===== config.mk =====
export PLATFORM = sky130hd
export DESIGN_NAME = pagewr_buf
export DESIGN_NICKNAME = d
export VERILOG_FILES = /design/src/rtl/pagewr_pkg.sv /design/src/rtl/pagewr_addr.sv /design/src/rtl/pagewr_store.sv /design/src/rtl/pagewr_commit.sv /design/src/rtl/pagewr_buf.sv
export SDC_FILE = /design/constraint.sdc
export NUM_CORES = 1
export LEC_CHECK = 0
export ABC_AREA = 0
export BUFFER_PORTS_ARGS = -buffer_cell sky130_fd_sc_hd__buf_2
export CORE_MARGIN = 4
export CORE_UTILIZATION = 66
export CTS_CLUSTER_SIZE = 16
export DETAILED_ROUTE_END_ITERATION = 6
export HOLD_SLACK_MARGIN = 0.1
export PLACE_DENSITY_LB_ADDON = 0.08
export REMOVE_ABC_BUFFERS = 1
export SLEW_MARGIN = 25
export SYNTH_ARGS = -nofsm -noshare
export SYNTH_HDL_FRONTEND = slang
export SYNTH_SLANG_ARGS = --single-unit
export TNS_END_PERCENT = 20

===== constraint.sdc =====
create_clock -name clk -period 6.6 [get_ports clk]
set_input_delay 0.99 -clock clk [delete_from_list [all_inputs] [get_ports clk]]
set_output_delay 0.99 -clock clk [all_outputs]
set_load 0.05 [all_outputs]

===== src/rtl/pagewr_pkg.sv =====
package pagewr_pkg;

    // Sequencer phase of the commit engine
    typedef enum logic [1:0] {
        PH_IDLE  = 2'd0,
        PH_SWEEP = 2'd1,
        PH_HOLD  = 2'd2
    } phase_e;

    // Raw strobes from the protocol engine
    typedef struct packed {
        logic stop;
        logic load;
        logic data;
        logic adv;
    } cmd_s;

    // One accepted operation per cycle
    typedef enum logic [2:0] {
        OP_NONE = 3'd0,
        OP_STOP = 3'd1,
        OP_LOAD = 3'd2,
        OP_DATA = 3'd3,
        OP_ADV  = 3'd4
    } op_e;

    // Strobes are dropped while busy; otherwise stop > load > data > advance
    function automatic op_e pick_op(input cmd_s c, input logic busy);
        op_e r;
        if (busy)        r = OP_NONE;
        else if (c.stop) r = OP_STOP;
        else if (c.load) r = OP_LOAD;
        else if (c.data) r = OP_DATA;
        else if (c.adv)  r = OP_ADV;
        else             r = OP_NONE;
        return r;
    endfunction

endpackage


===== src/rtl/pagewr_addr.sv =====
module pagewr_addr
    import pagewr_pkg::*;
#(
    parameter int ADDR_W = 15,
    parameter int PAGE_W = 6
) (
    input  logic              clk,
    input  logic              rst,
    input  op_e               op,
    input  logic [ADDR_W-1:0] load_val,
    output logic [ADDR_W-1:0] ptr
);
    localparam int ROW_W = ADDR_W - PAGE_W;

    logic [ROW_W-1:0]  row;
    logic [PAGE_W-1:0] off;

    assign row = ptr[ADDR_W-1:PAGE_W];
    assign off = ptr[PAGE_W-1:0];

    always_ff @(posedge clk) begin
        if (rst) begin
            ptr <= '0;
        end else begin
            unique case (op)
                OP_LOAD: ptr <= load_val;
                // write step: offset only, row kept
                OP_DATA: ptr <= {row, off + PAGE_W'(1)};
                // read step: full width, natural wrap to zero
                OP_ADV:  ptr <= ptr + ADDR_W'(1);
                default: ptr <= ptr;
            endcase
        end
    end
endmodule


===== src/rtl/pagewr_store.sv =====
module pagewr_store #(
    parameter int PAGE_W = 6,
    parameter int DATA_W = 8
) (
    input  logic              clk,
    input  logic              rst,
    input  logic              wr_en,
    input  logic [PAGE_W-1:0] wr_idx,
    input  logic [DATA_W-1:0] wr_data,
    input  logic              clr,
    input  logic [PAGE_W-1:0] rd_idx,
    output logic [DATA_W-1:0] rd_data,
    output logic              rd_vld,
    output logic              any_vld
);
    localparam int SLOTS = 1 << PAGE_W;

    logic [DATA_W-1:0] slot_q [SLOTS];
    logic [SLOTS-1:0]  vld_q;
    logic [SLOTS-1:0]  hit;

    for (genvar g = 0; g < SLOTS; g++) begin : g_hit
        assign hit[g] = wr_en && (wr_idx == PAGE_W'(g));
    end

    always_ff @(posedge clk) begin
        if (rst || clr) begin
            vld_q <= '0;
        end else begin
            vld_q <= vld_q | hit;
        end
    end

    always_ff @(posedge clk) begin
        if (wr_en) begin
            slot_q[wr_idx] <= wr_data;
        end
    end

    assign rd_data = slot_q[rd_idx];
    assign rd_vld  = vld_q[rd_idx];
    assign any_vld = |vld_q;
endmodule


===== src/rtl/pagewr_commit.sv =====
module pagewr_commit
    import pagewr_pkg::*;
#(
    parameter int PAGE_W    = 6,
    parameter int WR_CYCLES = 500000
) (
    input  logic              clk,
    input  logic              rst,
    input  logic              start,
    output logic              busy,
    output logic              sweep,
    output logic [PAGE_W-1:0] idx,
    output logic              done
);
    localparam int SLOTS = 1 << PAGE_W;
    localparam int TMR_W = $clog2(WR_CYCLES + 1);
    localparam logic [PAGE_W-1:0] LAST_IDX = PAGE_W'(SLOTS - 1);
    localparam logic [TMR_W-1:0]  LAST_TMR = TMR_W'(WR_CYCLES - 1);

    if (WR_CYCLES < SLOTS + 1) begin : g_bad_len
        $error("WR_CYCLES must exceed the page size");
    end

    phase_e           ph;
    logic [TMR_W-1:0] tmr;

    always_ff @(posedge clk) begin
        if (rst) begin
            ph  <= PH_IDLE;
            tmr <= '0;
            idx <= '0;
        end else begin
            unique case (ph)
                PH_IDLE: begin
                    if (start) begin
                        ph  <= PH_SWEEP;
                        tmr <= '0;
                        idx <= '0;
                    end
                end
                PH_SWEEP: begin
                    tmr <= tmr + TMR_W'(1);
                    idx <= idx + PAGE_W'(1);
                    if (idx == LAST_IDX) ph <= PH_HOLD;
                end
                PH_HOLD: begin
                    if (tmr == LAST_TMR) begin
                        ph  <= PH_IDLE;
                        tmr <= '0;
                    end else begin
                        tmr <= tmr + TMR_W'(1);
                    end
                end
                default: ph <= PH_IDLE;
            endcase
        end
    end

    assign busy  = (ph != PH_IDLE);
    assign sweep = (ph == PH_SWEEP);
    assign done  = sweep && (idx == LAST_IDX);
endmodule


===== src/rtl/pagewr_buf.sv =====
module pagewr_buf
    import pagewr_pkg::*;
#(
    parameter int ADDR_W    = 15,
    parameter int PAGE_W    = 6,
    parameter int DATA_W    = 8,
    parameter int WR_CYCLES = 500000
) (
    input  logic              clk,
    input  logic              rst,
    input  logic              load_i,
    input  logic [ADDR_W-1:0] load_addr_i,
    input  logic              byte_vld_i,
    input  logic [DATA_W-1:0] byte_i,
    input  logic              rd_adv_i,
    input  logic              stop_i,
    input  logic              wp_i,
    output logic [DATA_W-1:0] rd_data_o,
    output logic              busy_o,
    output logic              arr_we_o,
    output logic [ADDR_W-1:0] arr_waddr_o,
    output logic [DATA_W-1:0] arr_wdata_o,
    output logic [ADDR_W-1:0] arr_raddr_o,
    input  logic [DATA_W-1:0] arr_rdata_i
);
    localparam int ROW_W = ADDR_W - PAGE_W;

    cmd_s              cmd;
    op_e               op;
    logic [ADDR_W-1:0] ptr;
    logic              pend_any;
    logic              slot_vld;
    logic [DATA_W-1:0] slot_data;
    logic              busy;
    logic              sweep;
    logic [PAGE_W-1:0] sweep_idx;
    logic              sweep_done;
    logic              start;
    logic              discard;
    logic              clr;
    logic [ROW_W-1:0]  commit_row;

    assign cmd = '{stop: stop_i, load: load_i, data: byte_vld_i, adv: rd_adv_i};
    assign op  = pick_op(cmd, busy);

    assign start   = (op == OP_STOP) && pend_any && !wp_i;
    assign discard = (op == OP_STOP) && wp_i;
    assign clr     = (op == OP_LOAD) || discard || sweep_done;

    pagewr_addr #(
        .ADDR_W (ADDR_W),
        .PAGE_W (PAGE_W)
    ) u_addr (
        .clk      (clk),
        .rst      (rst),
        .op       (op),
        .load_val (load_addr_i),
        .ptr      (ptr)
    );

    pagewr_store #(
        .PAGE_W (PAGE_W),
        .DATA_W (DATA_W)
    ) u_store (
        .clk     (clk),
        .rst     (rst),
        .wr_en   (op == OP_DATA),
        .wr_idx  (ptr[PAGE_W-1:0]),
        .wr_data (byte_i),
        .clr     (clr),
        .rd_idx  (sweep_idx),
        .rd_data (slot_data),
        .rd_vld  (slot_vld),
        .any_vld (pend_any)
    );

    pagewr_commit #(
        .PAGE_W    (PAGE_W),
        .WR_CYCLES (WR_CYCLES)
    ) u_commit (
        .clk   (clk),
        .rst   (rst),
        .start (start),
        .busy  (busy),
        .sweep (sweep),
        .idx   (sweep_idx),
        .done  (sweep_done)
    );

    // page row frozen at the stop that launched the sweep
    always_ff @(posedge clk) begin
        if (rst) begin
            commit_row <= '0;
        end else if (start) begin
            commit_row <= ptr[ADDR_W-1:PAGE_W];
        end
    end

    assign arr_we_o    = sweep && slot_vld;
    assign arr_waddr_o = {commit_row, sweep_idx};
    assign arr_wdata_o = slot_data;
    assign arr_raddr_o = ptr;
    assign rd_data_o   = arr_rdata_i;
    assign busy_o      = busy;
endmodule


======== Word-level counts from Yosys, hierarchy flattened ========
Memory sizes are Yosys's and may differ from the RTL's. A register that Yosys moved wholly into a read port is not among the register bits.
Index checks and enable logic that the tools add are counted.
word-level totals
  bits in registers ....................... 115
  logic and storage cells ................. 195
  memory bits (writable) .................. 512
  memories kept ........................... 1
memory list
  memory          depth  width  read ports  clocked after Yosys merged registers in  write ports  RTL line            source
  u_store.slot_q  64     8      1           1                                        1            pagewr_store.sv:18  logic [DATA_W-1:0] slot_q [SLOTS];
operators by class
  muxes and demuxes ....................... 21
  $add $sub $neg .......................... 4
  bitwise logic cells ..................... 2
  equal/unequal tests ..................... 74
  order comparisons ....................... 1
  reductions and logical operators ........ 85
operators by type and width
  operator                                                     count
  equality test 6 bit (second input constant)                  33
  equality test 6 x 5 -> 1 bit (second input constant)         16
  logical AND 1 bit                                            69
  bitwise OR 64 bit                                            1
  OR reduction 64 bit                                          1
  case mux 19 bit (3 select lines)                             1
  equality test 6 x 4 -> 1 bit (second input constant)         8
  case mux 15 bit (3 select lines)                             1
  2-to-1 mux 19 bit                                            2
  equality test 6 x 3 -> 1 bit (second input constant)         4
  adder 19 x 1 -> 19 bit (second input constant)               1
  equality test 19 bit (second input constant)                 1
  2-to-1 mux 6 bit                                             3
  adder 15 x 1 -> 15 bit (second input constant)               1
  2-to-1 mux 3 bit                                             5
  adder 6 x 1 -> 6 bit (second input constant)                 2
  equality test 6 x 2 -> 1 bit (second input constant)         2
  case mux 6 bit (2 select lines)                              1
  less-than comparator 6 x 7 -> 1 bit (second input constant)  1
  binary-select mux 1 bit (select 6 bit)                       1
  equality test 3 x 2 -> 1 bit (second input constant)         2
  equality test 6 x 1 -> 1 bit (second input constant)         1
  logical NOT 6 bit                                            1
  2-to-1 mux 2 bit                                             3
  16 further kinds                                             26

======== Longest topological paths before layout ========
Gate-level depths: netlist of run 1.
  word-level depth ........................ 12
  gate-level depth with buffers ........... 11
  depth with buffers taken out ............ 8

======== Modules after synthesis ========
A second synthesis of run 1 with hierarchy kept.
unflattened totals
  cells, all modules ...................... 1518
  area, all modules ....................... 25554.5 sq um
by module, submodules not included
  module         cells an instance  times used  seq. area each (sq um)  area an instance (sq um)
  pagewr_store   1146               1           16656.0                 22449.0
  pagewr_commit  169                1           540.5                   1451.4
  pagewr_addr    145                1           300.3                   1121.1
  pagewr_buf     58                 1           180.2                   533.0

======== Worst setup path after synthesis of run 1 ========
Ideal clock, no wire load.
  kind .................................... flip-flop to output port
  from .................................... register u_commit.idx[0]
  to ...................................... output arr_we_o
  path buffers ............................ 3
  required time ........................... 5.610 ns
  arrival ................................. 2.616 ns
  cell stages (with the launch flop) ...... 10
  path slack .............................. 2.994 ns
  cells stage by stage .................... dfxtp_1 > buf_2 > buf_6 > buf_4 > mux2i_1 > o221ai_1 > o22ai_1 > a2111oi_0 > nor2_1 > o21ai_1
between the ends
  longest elaborated chain between the ends .. 3
RTL lines
  item                                    RTL line             source
  start: declaration                      pagewr_commit.sv:12  output logic [PAGE_W-1:0] idx,
  start signal: assignment                pagewr_commit.sv:43  idx <= idx + PAGE_W'(1);
  binary-select mux 1 bit (select 6 bit)  pagewr_store.sv:41   assign rd_vld = vld_q[rd_idx];
  2-to-1 mux 1 bit (not written as such)  pagewr_store.sv:41
  logical AND 1 bit                       pagewr_buf.sv:99     assign arr_we_o = sweep && slot_vld;
  end: declaration                        pagewr_buf.sv:20     output logic arr_we_o,
Every way passes these cells. The select of a mux whose other input is x is not followed.

==> results of run 1 <==
-- critical path, delay by kind of cell (launching register included) --
kind                   cells  cell delay [ns]
muxes                      2             1.12
and+or+nand+nor            1             0.11
buffers and inverters      2             0.72
AOI/OAI and AO/OA          1             0.38
DFF                        1             0.81
-- worst min-delay path by stage --
stage	slack, ns	endpoint
after global placement	0.46	u_commit.tmr[17]
after CTS	0.48	u_commit.tmr[17]
final	0.47	u_commit.tmr[17]
after floorplan	0.44	u_commit.tmr[17]
after global routing	0.50	u_commit.tmr[17]
after detailed placement	0.46	u_commit.tmr[17]
-- sequential cells by signal (all words and copies together), names as in the netlist, named ones only --
register        cells
u_commit.ph         2
u_store.vld_q      64
u_commit.tmr       19
commit_row          9
u_store.slot_q    512
u_addr.ptr         15
u_commit.idx        6
-- power by group through the flow --
stage | logic (mW) | registers (mW) | clock network (mW)
3_3_place_gp | 0.400 | 4.44 | 0
6_report | 0.416 | 4.36 | 3.41
5_1_grt | 0.446 | 4.36 | 3.63
2_1_floorplan | 0.210 | 4.47 | 0
3_5_place_dp | 0.410 | 4.44 | 0
4_1_cts | 0.412 | 4.36 | 3.44
-- metal layers --
| layer | vias up | global-route usage, % | share of wire (%) |
|---|---|---|---|
| li1 | 6174 | - | - |
| met1 | 7455 | 42.3 | 38 |
| met2 | 848 | 48.4 | 50 |
| met3 | 107 | 5.35 | 8.8 |
| met4 | 0 | 8.04 | 2.4 |
| met5 | - | 0 | 0 |
-- per-stage QoR --
step           cells  utilization (%)  setup WS, ns
4_1_cts         2121             74.5          1.75
6_report        2121             74.5          1.82
5_1_grt         2121             74.5          1.64
3_3_place_gp    2012             69.4          2.45
3_5_place_dp    2012             69.4          2.42
2_1_floorplan   1409                -         -1.30
-- logic make-up (layout without fill, tap and decap cells) --
group	Yosys count	count (layout)	share of synthesized area (%)
AO/OA/AOI/OAI	200	200	5.25
XOR/XNOR	2	2	0.0683
multiplexers	195	195	16.1
AND/OR/NAND/NOR	354	354	6.59
buffers and inverters	116	215	2.07
flip-flops	633	633	69.4
adder cells (fa/ha/maj)	11	11	0.537
-- layout make-up --
class                      instances  area [sq um]
clock buffer                      72          1570
clock inverter                    37           367
fill                            2304          9680
inverter                          14          52.6
multi-input combinational        762          7360
sequential                       633         17800
tap                              511           639
timing repair buffer              92           551
-- cell usage in the layout, fill, tap and decap left out, drive strengths merged, types with 7 or more instances in the layout --
cell type and count:
clkbuf 72, o21ai 31, mux2i 20, nor3 17, clkinv 25, and3 15
nand2 42, mux4 174, bufinv 7, ha 11, a31oi 31, inv 14
nand3 28, nor2b 7, edfxtp 512, nand4 11, nor2 168, nor4 22
buf 92, and2 16, a21oi 64, dfxtp 121, a22oi 25
==> reports/results.ini, run 1 <==
[detailed_routing]
avgRoutedWirePerCell_um=28.5
detailedRoute.firstIterationViolations=1808
route.detailed.vias_per_inst=6.88
vias=14600
antenna_left=0
drcViolationCount=0
drt_pre_antenna_iters=5
route.final.wire_length_um=60500

[place]
detailed_place.area_sq_um=26400
place.gp.congestion=0.819
hpwl_um=35000
port-buffer-count=69

[clocking]
clock_insertion_delay_worst_skew_ns=0.60
cts_resized=0
cts_htree_levels=2
cts.root.buffer_cell=clkbuf_16
cts_tree=built
post-cts-setup-buffer-count=0
tritoncts_buffers=59
cts_num_sinks=633
post_cts_hold_buffer_count=0
ctsLongestPathBuffers=3
clkTransAtPathRegs_ns=0.06

[die]
die_w_um=205
die_area_sq_um=42100
floorplan.die.height_um=205
design.core.area_sq_um=38000
std_cell_rows=71
io-pin-count=86
initial_cell_density_of_the_core_pct=67.5

[critical_path]
critPathMaxFanout=34
critPathKind=reg2out
critical_path.cell_chain=buf_4 -> mux4_2 -> mux4_2 -> a22oi_1 -> nand2_1 -> buf_2
slowest_stage=dfxtp_4
critPathLaunchType=flip-flop
required_ns=5.61
worst-endpoint-arrival_ns=3.79
r2r.worst_path.cells=7
crit-reg2reg-launch=u_commit.ph[1]
worstSetupEndpoint=arr_wdata_o[1]
critical_path.reg2reg.endpoint=u_store.slot_q[23][5]
most_common_cell_on_crit_path=mux4_2
reg2reg_slack_ns=2.98
end_kind=primary output
largest_stage_delay_on_the_critical_path_ns=0.81

[pwr]
totalPowerFinal_mw=8.19
total_leakage_power_nw=8.80
comb_power_share_pct=5.1
design_internal_power_mw=6.39
power.sequential.fraction_pct=53.2
netSwitchingPower_mw=1.79
power.density_cell_area_nw_per_um2=289
irDropWorstVdd_v=0.000260
power.clock.fraction_pct=41.7
sw_frac_of_total_pct=21.9

[sta]
final.hold.worst_slack_ns=0.475
final_hold_viol_count=0
timing.fmax_ghz=0.209
final_count_of_pins_violating_max_slew=0
worstMarginPinSlew_ns=1.06
finalCritPeriodShare_pct=72.4
grt_setup_unrepaired=no
layout_min_cycle_time_ns=4.78
setup_violations=0
tns_ns=0
relSlewSlack_pct=28.9
final.setup_skew_ns=0.0157

[finish]
nNetsFinal=1611
drive_above_1_share_pct=24.2
antenna_cells=0
syn_to_final_growth_pct=10.5
final_design_area_no_fill_sq_um=28300

[min_path]
min-delay-path-class=reg2reg
holdPathStages=2
min-delay-start=u_commit.tmr[17]

[grt]
track_usage_pct=29.6
congestion_overflow_gr=0
global_route_wire_length_before_repair_um=92500
number_of_antenna_violations_at_the_first_check_in_global_routing=0
maximum_number_of_pins_on_one_net_before_global_route_repair=67
via_count_of_the_first_global_routing_pass=14500

[yosys]
synth.lib_cells_used.distinct=64
ys.warnings.count=0
most_numerous_cell_types_in_the_synthesized_netlist=512 x edfxtp_1, 174 x mux4_2, 168 x nor2_1, 121 x dfxtp_1, 54 x a21oi_1
yosys_register_bits=633
synth_enable_flop_cells=512
post-synth-top-area-cell=edfxtp_1
synthArstFlopShare_pct=0
synth_area_per_cell_sq_um=17.0
part_of_the_yosys_area_used_for_sequential_elements_pct=69.4
netlist_area_sq_um=25700
synthMostInstantiatedCell=edfxtp_1
synth_top_area_share_pct=59.9
post_synth_main_area_contributors=edfxtp_1 60%, mux4_2 15%, dfxtp_1 9.4%, nor2_1 2.5%, a21oi_1 1.1%
yosys_most_used_dff=edfxtp_1
syn_inst=1511

[status]
run_status=finished, final reports clean

[flow_run]
timing.max_cap.violations=0

No activity file was read; power rests on OpenSTA's default activity.
==> inputs of run 2 (changes only) <==
CORE_UTILIZATION = 62   (was 66)
clock period = 4.67 ns   (was 6.6 ns; I/O delays follow)
==> reports/results.ini, run 2 (same netlist as run 1, synthesis figures left out) <==
[status]
run_status=finished, final reports clean

[sta]
tns_ns=0  ; unchanged
final.hold.worst_slack_ns=0.379  ; -0.0953 ns
final_count_of_pins_violating_max_slew=0  ; unchanged
grt_setup_unrepaired=no
setup_violations=0  ; unchanged
timing.fmax_ghz=0.237
final_hold_viol_count=0  ; unchanged
layout_min_cycle_time_ns=4.21
final.setup_skew_ns=0.00895  ; -0.00672 ns
relSlewSlack_pct=31.0  ; +2.1 points
finalCritPeriodShare_pct=90.2
worstMarginPinSlew_ns=1.03  ; -0.0334 ns

[die]
floorplan.die.height_um=211  ; +3.1%
design.core.area_sq_um=40800  ; +7.4%
std_cell_rows=74  ; +4.2%
io-pin-count=86  ; unchanged
die_w_um=211  ; +3.1%
initial_cell_density_of_the_core_pct=62.8  ; -4.6 points
die_area_sq_um=44700  ; +6.2%

[detailed_routing]
route.final.wire_length_um=57200  ; -5.5%
drcViolationCount=0  ; unchanged
dr_wl_met2_um=28400  ; -6.9%
detailedRoute.firstIterationViolations=1540  ; -15%
vias=14200  ; -2.8%
drt_pre_antenna_iters=5  ; unchanged
wl_met3_um=4280  ; -19%
highest_routing_layer_actually_used=met4
antenna_left=0  ; unchanged
avgRoutedWirePerCell_um=26.4  ; -7.3%
route.detailed.vias_per_inst=6.56  ; -4.6%
drt-met1-wl_um=23200  ; -0.23%

[critical_path]
reg2reg_slack_ns=1.24  ; -1.74 ns
end_kind=primary output
worst-endpoint-arrival_ns=3.51  ; -0.28 ns
r2r.worst_path.cells=7  ; unchanged
critPathKind=reg2out
largest_stage_delay_on_the_critical_path_ns=0.68  ; -0.13 ns
crit-reg2reg-launch=u_commit.ph[0]
slowest_stage=dfxtp_4
critical_path.reg2reg.endpoint=u_store.slot_q[23][6]
most_common_cell_on_crit_path=mux4_2
required_ns=3.97  ; -1.64 ns
critPathMaxFanout=47  ; +38%
critical_path.cell_chain=buf_12 -> mux4_2 -> mux4_2 -> a22oi_1 -> nand2_1 -> buf_2
critPathLaunchType=flip-flop

[grt]
number_of_antenna_violations_at_the_first_check_in_global_routing=0  ; unchanged
global_route_wire_length_before_repair_um=87500  ; -5.4%
maximum_number_of_pins_on_one_net_before_global_route_repair=65  ; -3.0%
track_usage_pct=26.0  ; -3.6 points
congestion_overflow_gr=0  ; unchanged
via_count_of_the_first_global_routing_pass=14400  ; -0.96%

[pwr]
power.sequential.fraction_pct=52.9  ; -0.3 points
power.density_cell_area_nw_per_um2=407  ; +41%
totalPowerFinal_mw=11.6  ; +42%
irDropWorstVdd_v=0.000271  ; +4.4%
netSwitchingPower_mw=2.48  ; +38%
sw_frac_of_total_pct=21.3  ; -0.56 points
comb_power_share_pct=5.0  ; about the same
design_internal_power_mw=9.15  ; +43%
power.clock.fraction_pct=42.1  ; +0.4 points
total_leakage_power_nw=8.95  ; +1.7%

[place]
hpwl_um=35300  ; +0.90%
placed_cells_incl_taps=2053  ; +2.0%
place.gp.congestion=0.845  ; +3.2%
port-buffer-count=69  ; unchanged
detailed_place.area_sq_um=26600  ; +0.65%

[finish]
layout.cells.most_common_list=512 x edfxtp_1, 174 x mux4_2, 168 x nor2_1
largest_register_ffs=512  ; unchanged
nNetsFinal=1632  ; +1.3%
non_filler_cells_final=2162  ; +1.9%
syn_to_final_growth_pct=11.4
max_flop_register=u_store.slot_q
drive_above_1_share_pct=25.1  ; +0.93 points
antenna_cells=0  ; unchanged
final_design_area_no_fill_sq_um=28600  ; +0.87%
biggestRegsByFlops=u_store.slot_q (512), u_store.vld_q (64), u_commit.tmr (19)
mostFrequentLayoutCell=edfxtp_1

[clocking]
cts_resized=0  ; unchanged
clock_insertion_delay_worst_skew_ns=0.61  ; about the same
post_cts_hold_buffer_count=0  ; unchanged
tritoncts_buffers=60  ; +1.7%
cts.root.buffer_cell=clkbuf_16
cts_num_sinks=633  ; unchanged
ctsLongestPathBuffers=3  ; unchanged
clkTransAtPathRegs_ns=0.06  ; about the same
post-cts-setup-buffer-count=0  ; unchanged
cts_htree_levels=2  ; unchanged
cts_tree=built

[min_path]
min-delay-path-class=in2reg
min-delay-start=load_addr_i[0]
hold_path_end=u_addr.ptr[0]
holdPathStages=3  ; +1

[flow_run]
timing.max_cap.violations=0  ; unchanged

## run 2: changes by cell type in the layout (fill, tap and decap cells not counted), sizes merged
cell / delta
clkinvlp: -1
clkbuf: +8
clkinv: -7
buf: +20
## run 2: layer usage
metal,vias up,GRT usage (%)
li1,6211,-
met1,7265,37.3
met2,608,42.2
met3,98,5.13
met4,0,6.80
met5,-,0
## run 2: how the worst max path moves through the flow
| stage | end | slack (ns) | cells after the start |
|---|---|---|---|
| CTS | arr_wdata_o[2] | 0.37 | 6 |
| global route | arr_wdata_o[2] | 0.24 | 6 |
| detailed placement | arr_wdata_o[2] | 1.05 | 6 |
| floorplan | arr_wdata_o[0] | -2.94 | 4 |
| global placement | arr_wdata_o[5] | 1.08 | 6 |
| finish | arr_wdata_o[2] | 0.46 | 6 |
## run 2: area by class of cell
class / instances / area [sq um]
Clock buffer: 80 / 1670
Clock inverter: 29 / 327
Fill cell: 2638 / 12200
Multi-Input combinational cell: 762 / 7340
Sequential cell: 633 / 17800
Timing Repair Buffer: 112 / 726
Inverter: 14 / 52.6
Tap cell: 532 / 666
## run 2: worst max-delay path: cells and delay by family, from the launching register on
family / cells / cell delay [ns]
multiplexers: 2 / 1.06
flip-flops: 1 / 0.68
buffers and inverters: 2 / 0.65
AO/OA/AOI/OAI: 1 / 0.37
AND/OR/NAND/NOR: 1 / 0.11
## run 2: power by group through the flow
| stage | Clock [mW] | Combinational (mW) | Sequential (mW) |
|---|---|---|---|
| final | 4.89 | 0.583 | 6.15 |
| after global routing | 5.23 | 0.627 | 6.15 |
| after CTS | 4.96 | 0.578 | 6.15 |
| after detailed placement | 0 | 0.576 | 6.28 |
| after global placement | 0 | 0.565 | 6.27 |
| after floorplan | 0 | 0.297 | 6.32 |
## run 2: stage by stage
step                util [%]  worst slack [ns]
floorplan                  -             -2.94
global placement        65.1              1.08
detailed placement      65.1              1.05
CTS                     70.0             0.370
global route            70.0             0.244
finish                  70.0             0.458
==> inputs of run 3 (changes only) <==
REMOVE_ABC_BUFFERS = default   (was 1)
SETUP_SLACK_MARGIN = 0.4   (was default)
==> reports/results.ini, run 3 (same netlist as run 1, synthesis figures left out) <==
[place]
dp_slack_ns=0.895  ; -0.156 ns
hpwl_um=36500  ; +3.5%
placed_cells_incl_taps=2045  ; -0.39%
place.gp.congestion=0.856  ; +1.3%
detailed_place.area_sq_um=26500  ; -0.14%
port-buffer-count=69  ; unchanged

[finish]
mostFrequentLayoutCell=edfxtp_1
max_flop_register=u_store.slot_q
nNetsFinal=1633  ; +0.061%
largest_register_ffs=512  ; unchanged
syn_to_final_growth_pct=12.3
antenna_cells=0  ; unchanged
layout.area.seq_sq_um=17800  ; about the same
final_design_area_no_fill_sq_um=28800  ; +0.75%
multi_input_comb_area_sq_um=7360  ; +0.24%
layout.cells.most_common_list=512 x edfxtp_1, 174 x mux4_2, 164 x nor2_1
layout.filler_cells=2578  ; -2.3%
non_filler_cells_final=2169  ; +0.32%
biggestRegsByFlops=u_store.slot_q (512), u_store.vld_q (64), u_commit.tmr (19)
drive_above_1_share_pct=25.6  ; +0.50 points

[sta]
final.setup_skew_ns=0.0247  ; +0.0157 ns
final_count_of_pins_violating_max_slew=0  ; unchanged
grt_setup_unrepaired=no
tns_ns=0  ; unchanged
finalCritPeriodShare_pct=89.2  ; -1.0 points
fin_ws_ns=0.506  ; +0.0479 ns
timing.fmax_ghz=0.240  ; +1.1%
layout_min_cycle_time_ns=4.16  ; -0.0479 ns
setup_violations=0  ; unchanged
final_hold_viol_count=0  ; unchanged
worstMarginPinSlew_ns=1.13  ; +0.0946 ns
relSlewSlack_pct=24.3  ; -6.7 points

[critical_path]
worstSetupEndpoint=arr_wdata_o[5]
critPathMaxFanout=38  ; -19%
crit-reg2reg-launch=u_commit.ph[0]
critical_path.reg2reg.endpoint=u_store.slot_q[58][3]
critPathKind=reg2out
reg2reg_slack_ns=1.17  ; -0.07 ns
critPathLaunchType=flip-flop
worst-endpoint-arrival_ns=3.46  ; -0.05 ns
r2r.worst_path.cells=6  ; -1
end_kind=primary output
required_ns=3.97  ; about the same

[die]
die_w_um=211  ; unchanged
initial_cell_density_of_the_core_pct=62.8  ; unchanged
std_cell_rows=74  ; unchanged
io-pin-count=86  ; unchanged
floorplan.die.height_um=211  ; unchanged
design.core.area_sq_um=40800  ; unchanged
die_area_sq_um=44700  ; unchanged

[yosys]
synth_fp_nets=1560

[pwr]
power.density_cell_area_nw_per_um2=413  ; +1.6%
design_internal_power_mw=9.35  ; +2.2%
totalPowerFinal_mw=11.9  ; +2.3%
comb_power_share_pct=5.1  ; about the same
power.sequential.fraction_pct=51.7  ; -1.2 points
power.clock.fraction_pct=43.3  ; +1.2 points
irDropWorstVdd_v=0.000291  ; +7.3%
total_leakage_power_nw=9.05  ; +1.1%
sw_frac_of_total_pct=21.4  ; +0.11 points
netSwitchingPower_mw=2.55  ; +2.9%

[grt]
via_count_of_the_first_global_routing_pass=14300  ; -0.36%
track_usage_pct=27.0  ; +0.99 points
congestion_overflow_gr=0  ; unchanged
maximum_number_of_pins_on_one_net_before_global_route_repair=65  ; unchanged
global_route_wire_length_before_repair_um=90300  ; +3.2%
number_of_antenna_violations_at_the_first_check_in_global_routing=0  ; unchanged

[detailed_routing]
route.final.wire_length_um=58900  ; +3.0%
avgRoutedWirePerCell_um=27.2  ; +2.7%
vias=14300  ; +0.56%
drcViolationCount=0  ; unchanged
antenna_left=0  ; unchanged
drt_pre_antenna_iters=5  ; unchanged
detailedRoute.firstIterationViolations=1546  ; +0.39%
route.detailed.vias_per_inst=6.57  ; +0.23%

[clocking]
cts_htree_levels=2  ; unchanged
cts_tree=built
cts_num_sinks=633  ; unchanged
cts.root.buffer_cell=clkbuf_16
clock_insertion_delay_worst_skew_ns=0.62  ; about the same
clkTransAtPathRegs_ns=0.06  ; about the same
tritoncts_buffers=61  ; +1.7%
ctsLongestPathBuffers=3  ; unchanged
post_cts_hold_buffer_count=0  ; unchanged

[flow_run]
timing.max_cap.violations=0  ; unchanged

[min_path]
min-delay-path-class=in2reg

[status]
run_status=finished, final reports clean

-- run 3: cell count changes in the layout (fill, tap and decap cells not counted), sizes merged --
cell      previous run  this run
inv                 14        15
clkinv              18        27
clkinvlp             4         1
bufinv               7        10
clkbuf              80        77
-- run 3: cell type report --
| class | instances | share of cell area (%) |
|---|---|---|
| Clock inverter | 39 | 1.55 |
| Sequential cell | 633 | 61.8 |
| Tap cell | 532 | 2.31 |
| Timing Repair Buffer | 112 | 2.78 |
| Inverter | 14 | 0.182 |
| Multi-Input combinational cell | 762 | 25.5 |
| Clock buffer | 77 | 5.80 |
-- run 3: routing by layer --
| layer | global-route usage [%] | wire length [um] | vias to the layer above |
|---|---|---|---|
| met4 | 7.46 | 1590 | 0 |
| li1 | - | - | 6230 |
| met3 | 5.53 | 4750 | 95 |
| met2 | 43.3 | 29100 | 640 |
| met1 | 38.9 | 23500 | 7296 |
| met5 | 0 | 0 | - |
-- run 3: what timing repair did --
action | CTS | global route
hold endpoints to repair | 0 | 0
resized for setup | 1 | 1
pin swaps | 0 | 0
endpoints found under the setup margin | 6 | 3
buffers inserted | 2 | 6
-- run 3: worst max-delay path, stage by stage (launching register included) --
cell and delay [ns]:
dfxtp_4 0.61, buf_12 0.31, buf_12 0.25, mux4_2 0.34, mux4_2 0.54, a22oi_1 0.33, nand2_1 0.17, buf_2 0.25
-- run 3: power groups by stage --
| stage | clock [mW] | combinational [mW] | sequential [mW] |
|---|---|---|---|
| detailed placement | 0 | 0.584 | 6.27 |
| floorplan | 0 | 0.371 | 6.30 |
| CTS | 5.22 | 0.589 | 6.15 |
| global placement | 0 | 0.571 | 6.27 |
| finish | 5.15 | 0.602 | 6.15 |
| global route | 5.49 | 0.650 | 6.15 |
-- run 3: worst min path at each step --
| stage | from | end | slack, ns | cells after the start |
|---|---|---|---|---|
| finish | load_addr_i[0] | u_addr.ptr[0] | 0.35 | 3 |
| global route | load_addr_i[0] | u_addr.ptr[0] | 0.35 | 3 |
| CTS | load_addr_i[0] | u_addr.ptr[0] | 0.32 | 3 |
| detailed placement | u_commit.tmr[17] | u_commit.tmr[17] | 0.47 | 2 |
| global placement | u_commit.tmr[17] | u_commit.tmr[17] | 0.46 | 2 |
| floorplan | u_commit.tmr[17] | u_commit.tmr[17] | 0.44 | 2 |
-- run 3: through the flow --
step | utilization [%] | hold slack [ns]
detailed placement | 65.0 | 0.466
global placement | 64.9 | 0.457
finish | 70.5 | 0.355
global route | 70.5 | 0.352
floorplan | - | 0.444
CTS | 70.3 | 0.316
